===== src/rtl/rx_frame_decoder.sv =====
module rx_frame_decoder #(
  parameter int          OSR         = 8,
  parameter int          HDR_HALVES  = 12,
  parameter logic [11:0] HDR_PAT     = 12'b1110_1000_1101,
  parameter int          DEPTH       = 16,
  parameter int          MAX_BYTES   = 12,
  parameter logic [15:0] CRC_POLY    = 16'h1021,
  parameter logic [15:0] CRC_INIT    = 16'hFFFF,
  parameter logic [15:0] CRC_RESIDUE = 16'h0000
) (
  input  logic       clk,
  input  logic       rst_n,
  input  logic       rx_in,
  input  logic       rd_en,
  output logic [7:0] rd_data,
  output logic       rd_valid,
  output logic       frame_ok,
  output logic       frame_err,
  output logic       busy
);
  localparam int H   = OSR / 2;
  localparam int SW  = HDR_HALVES * H;
  localparam int AW  = $clog2(DEPTH);
  localparam int PW  = AW + 1;
  localparam int CW  = $clog2(OSR);
  localparam int BCW = $clog2(MAX_BYTES + 1);
  localparam logic [CW-1:0] T_FIRST  = CW'(H / 2);
  localparam logic [CW-1:0] T_SECOND = CW'(H + H / 2);
  localparam logic [CW-1:0] T_LAST   = CW'(OSR - 1);

  typedef enum logic [1:0] {S_HUNT, S_DATA, S_END} st_t;
  st_t state;

  logic [SW-1:0]  sh, hdr_exp;
  logic [CW-1:0]  cnt;
  logic           prev_half, first_half;
  logic [15:0]    crc, crc_next;
  logic [6:0]     acc;
  logic [2:0]     nbits;
  logic [BCW-1:0] nbytes;
  logic           ovf;
  logic [PW-1:0]  wr_ptr, rd_ptr, commit_ptr;
  logic [7:0]     mem [DEPTH];

  for (genvar i = 0; i < SW; i++) begin : g_hdr
    assign hdr_exp[i] = HDR_PAT[i / H];
  end

  wire hdr_hit   = (sh == hdr_exp);
  wire bit_val   = (first_half == sh[0]);
  wire fb        = crc[15] ^ bit_val;
  assign crc_next = {crc[14:0], 1'b0} ^ (fb ? CRC_POLY : 16'h0000);
  wire decide    = (state == S_DATA) && (cnt == T_SECOND);
  wire byte_done = decide && (nbits == 3'd7);
  wire full      = (PW'(wr_ptr - rd_ptr) == PW'(DEPTH));
  wire good      = !ovf && (nbits == 3'd0) && (nbytes >= BCW'(3)) && (crc == CRC_RESIDUE);
  wire rd_pop    = rd_en && rd_valid;

  assign rd_valid = (rd_ptr != commit_ptr);
  assign rd_data  = mem[rd_ptr[AW-1:0]];
  assign busy     = (state != S_HUNT);

  always_ff @(posedge clk) begin
    if (!rst_n) sh <= '0;
    else        sh <= {sh[SW-2:0], rx_in};
  end

  always_ff @(posedge clk) begin
    if (byte_done && !full) mem[wr_ptr[AW-1:0]] <= {acc, bit_val};
  end

  always_ff @(posedge clk) begin
    if (!rst_n) begin
      state      <= S_HUNT;
      cnt        <= '0;
      prev_half  <= 1'b0;
      first_half <= 1'b0;
      crc        <= CRC_INIT;
      acc        <= '0;
      nbits      <= '0;
      nbytes     <= '0;
      ovf        <= 1'b0;
      wr_ptr     <= '0;
      rd_ptr     <= '0;
      commit_ptr <= '0;
      frame_ok   <= 1'b0;
      frame_err  <= 1'b0;
    end else begin
      frame_ok  <= 1'b0;
      frame_err <= 1'b0;
      if (rd_pop) rd_ptr <= rd_ptr + PW'(1);
      case (state)
        S_HUNT: begin
          if (hdr_hit) begin
            state     <= S_DATA;
            cnt       <= '0;
            prev_half <= HDR_PAT[0];
            crc       <= CRC_INIT;
            nbits     <= '0;
            nbytes    <= '0;
            ovf       <= 1'b0;
          end
        end
        S_DATA: begin
          cnt <= (cnt == T_LAST) ? '0 : cnt + CW'(1);
          if (cnt == T_FIRST) begin
            first_half <= sh[0];
            if (sh[0] == prev_half) state <= S_END;
          end
          if (decide) begin
            prev_half <= sh[0];
            crc       <= crc_next;
            acc       <= {acc[5:0], bit_val};
            if (nbits == 3'd7) begin
              nbits  <= '0;
              nbytes <= nbytes + BCW'(1);
              if (full) ovf <= 1'b1;
              else      wr_ptr <= wr_ptr + PW'(1);
              if (nbytes + BCW'(1) == BCW'(MAX_BYTES)) state <= S_END;
            end else begin
              nbits <= nbits + 3'd1;
            end
          end
        end
        default: begin
          state <= S_HUNT;
          if (good) begin
            commit_ptr <= wr_ptr - PW'(2);
            wr_ptr     <= wr_ptr - PW'(2);
            frame_ok   <= 1'b1;
          end else begin
            wr_ptr    <= commit_ptr;
            frame_err <= 1'b1;
          end
        end
      endcase
    end
  end

  a_r10_exclusive: assert property (@(posedge clk) disable iff (!rst_n)
    !(frame_ok && frame_err));
  a_r10_ok_single: assert property (@(posedge clk) disable iff (!rst_n)
    frame_ok |=> !frame_ok);
  a_r10_err_single: assert property (@(posedge clk) disable iff (!rst_n)
    frame_err |=> !frame_err);
  a_r2_busy_after_header: assert property (@(posedge clk) disable iff (!rst_n)
    $rose(busy) |-> $past(hdr_hit));
  a_r5_ok_releases: assert property (@(posedge clk) disable iff (!rst_n)
    frame_ok |-> (commit_ptr != $past(commit_ptr)));
  a_r6_err_keeps_release: assert property (@(posedge clk) disable iff (!rst_n)
    frame_err |-> $stable(commit_ptr));
  a_r9_no_overflow: assert property (@(posedge clk) disable iff (!rst_n)
    PW'(wr_ptr - rd_ptr) <= PW'(DEPTH));
  a_r4_end_after_data: assert property (@(posedge clk) disable iff (!rst_n)
    (state == S_END) |-> ($past(state) == S_DATA));
endmodule


===== config.mk =====
export PLATFORM = sky130hd
export DESIGN_NAME = rx_frame_decoder
export DESIGN_NICKNAME = d
export VERILOG_FILES = /design/src/rtl/rx_frame_decoder.sv
export SDC_FILE = /design/constraint.sdc
export NUM_CORES = 1
export LEC_CHECK = 0
export BUFFER_PORTS_ARGS = -buffer_cell sky130_fd_sc_hd__buf_2
export CAP_MARGIN = 20
export CORE_AREA = 2 2 129 131
export CTS_BUF_LIST = sky130_fd_sc_hd__clkbuf_4
export DETAILED_ROUTE_END_ITERATION = 10
export DIE_AREA = 0 0 131 133
export HOLD_SLACK_MARGIN = 0.1
export PLACE_DENSITY = 0.75
export SLEW_MARGIN = 10
export SYNTH_ARGS = -nofsm -noshare
export SYNTH_HDL_FRONTEND = slang
export SYNTH_SLANG_ARGS = --single-unit

===== constraint.sdc =====
create_clock -name clk -period 3 [get_ports clk]
set_clock_uncertainty 0.1 [all_clocks]
set_input_delay 0.3 -clock clk [delete_from_list [all_inputs] [get_ports clk]]
set_output_delay 0.3 -clock clk [all_outputs]
set_load 0.005 [all_outputs]

==> results.txt <==
Hold Fails Final Rpt: 0
WP depth: 4
effective utilization at floorplan: 57.2%
count of flip-flops with a built-in enable after synthesis: 128
final wirelength: 18300 µm
Via Count: 5587
horizontal die dimension: 131 µm
Setup crit start kind: flip-flop
per-cell routed wire length: 18.6 µm
global-route wire length before repair: 28900 µm
peak ir drop on the vdd network: 0.000418 V
boundary pin count: 16
number of antenna violations at the first check in global routing: 0
number of DRC violations after detailed-routing iteration 0: 382
die outline area: 0.0174 mm²
post-synthesis sequential element count: 235
Placed Cells: 872
routability congestion estimate from global placement: 0.857
Area Overhead vs Synth: 12.6%
most used flip-flop cell after synthesis: edfxtp_1
Clk Latency, worst-skew pair: 660 ps
average via count per standard cell: 5.67
list of cells traversed by the critical path: buf_12, mux4_2, mux4_2, buf_2
TritonCTS clock tree: built
Max Root-Sink Buffers: 3
Synthesized Nets: 678
cell accounting for the most synthesized area: edfxtp_1
clock tree sinks: 235
post-synthesis async set-or-reset flop share: 0%
critical path data arrival time: 2470 ps
TNS Setup: 0 ps
All-Layer GR Usage: 21.7%
outcome: finished, final reports clean
final layout net count: 744
core utilization of the finished layout: 64.5%
share of Yosys cell area claimed by the top area cell type: 41.5%
via count of the first global-routing pass: 5640
most frequent cell on the critical path: mux4_2
count of yosys warnings during synthesis: 0
Core Region: 0.0162 mm²
Max Freq: 348 MHz
required time of the worst setup path: 2600 ps
Setup CP Type: flip-flop to output port
leakage component of the power: 3.74 nW
drt first pass iters: 5
portion of the post-synthesis area used by sequential elements: 64.7%
CP max stage delay: 520 ps
final global-route overflow total: 0
largest cells by area after synthesis: edfxtp_1, dfxtp_1, mux4_2
instance count along the most critical hold path: 3
# H-tree levels: 2
number of filler instances in the final layout: 1212
post-synthesis cell type count: 58
worst slew margin relative to its limit: 33.1%
final cell count without fillers: 985
Clock transition at path regs: 80 ps
cell area after synthesis: 0.00926 mm²
max-cap viol count: 0
drt drc: 0
Hold Path Class: primary input to flip-flop
cell depth of the worst flop-to-flop path: 7
worst-path maximum fanout: 12
number of instances in the synthesized netlist: 656
CTS root buf: clkbuf_4
TritonCTS Buffers: 57
RSZ-0062 raised after global routing: false
period utilization: 95.7%
quantity of I/O buffers inserted on ports: 15
average cell area after synthesis: 14.1 µm²
row count: 47
commonest cells after routing, fill and taps aside: edfxtp_1, dfxtp_1, clkbuf_4
Post-DRT Antenna Nets: 0
Post-DP HPWL: 11800 µm
power per cell area: 580 mW/mm²
highest-delay cell along the critical path: mux4_2
setup violators final: 0
leading cell type in the layout, fill and taps excluded: edfxtp_1
pin count of the biggest net entering global routing: 62
family with the most delay on the worst path: multiplexers
CP Capture Type: output port
crit path time final: 2870 ps
slew at the pin closest to its max-slew limit: 1000 ps
diode insertion count for antenna repair: 0
Die Y: 133 µm
critical path buffer and inverter count: 2
count of final max-slew check failures: 0
fraction of final layout cells with drive strength greater than 1: 25.0%
layout make-up:
type / count / area, µm² / area share, %
timing repair buffer: 38 / 280 / 2.69
clock inverter: 13 / 86.3 / 0.828
tap: 220 / 275 / 2.64
sequential: 235 / 5990 / 57.5
multi-input combinational: 364 / 3030 / 29.0
inverter: 26 / 97.6 / 0.936
clock buffer: 89 / 668 / 6.41
routing by layer:
| metal | up-vias | GRT usage, % | share of wire (%) |
|---|---|---|---|
| met3 | 26 | 5.10 | 7.0 |
| li1 | 2610 | - | - |
| met4 | 0 | 8.04 | 1.6 |
| met2 | 199 | 34.9 | 50 |
| met5 | - | 0 | 0 |
| met1 | 2752 | 29.0 | 42 |
per-stage QoR:
stage               power [mW]  area, µm²  hold slack (ps)  setup slack, ps
CTS                       6.11      10400              237             1.91
global route              6.26      10400              254             20.8
finish                    6.05      10400              287              130
floorplan                 3.46       9260              320              604
detailed placement        3.47       9570              338              155
global placement          3.47       9570              335              344
power by group:
| part | leakage (nW) | switching [mW] | internal [mW] |
|---|---|---|---|
| combinational | 1.25 | 0.0273 | 0.0101 |
| sequential | 2.04 | 0.00208 | 3.36 |
| clock | 0.448 | 1.22 | 1.43 |
sequential cells by signal, summed over array words and instances, names as in the netlist, 2 cells and up, named ones only:
register    cells
mem           128
sh             48
crc            16
acc             7
commit_ptr      5
rd_ptr          5
wr_ptr          5
nbytes          4
cnt             3
nbits           3
state           2
final timing paths:
| path | from | to | slack (ps) |
|---|---|---|---|
| setup / recovery | flip-flop | rd_data[4] | 130 |
| hold / removal | rx_in | sh[0] | 290 |
| setup reg to reg | wr_ptr[2] | mem[4][2] | 210 |
| hold reg to reg | sh[4] | sh[5] | 350 |
logic make-up (layout without fill, tap and decap cells):
logic type      count (synthesis)  in the layout  synth area share, %
xor+xnor                       18             18                 1.70
simple gates                  212            212                 13.2
buf+inv                        57            166                 2.69
mux                            48             48                 10.6
flops                         235            235                 64.7
compound gates                 68             68                 4.72
fa+ha+maj                      18             18                 2.43
synthesized netlist by cell type, drive strengths merged (15+ instances only):
| cell | number |
|---|---|
| a21oi | 18 |
| ha | 18 |
| nor3 | 23 |
| nand2 | 37 |
| clkbuf | 20 |
| inv | 26 |
| nor2 | 36 |
| and2 | 58 |
| a31oi | 15 |
| dfxtp | 107 |
| edfxtp | 128 |
| mux4 | 40 |
worst min-delay path: stages:
cell	delay, ps
dlygate4sd3_1	520
buf_2	90
and2_1	110
what timing repair did:
action                                 in CTS  in global routing
resized for setup                           1                  2
setup endpoints to repair                   8                 40
hold buffers                                3                  0
setup buffers                               0                  8
endpoints found under the hold margin      20                  0
Power figures use the tool's default switching activity.
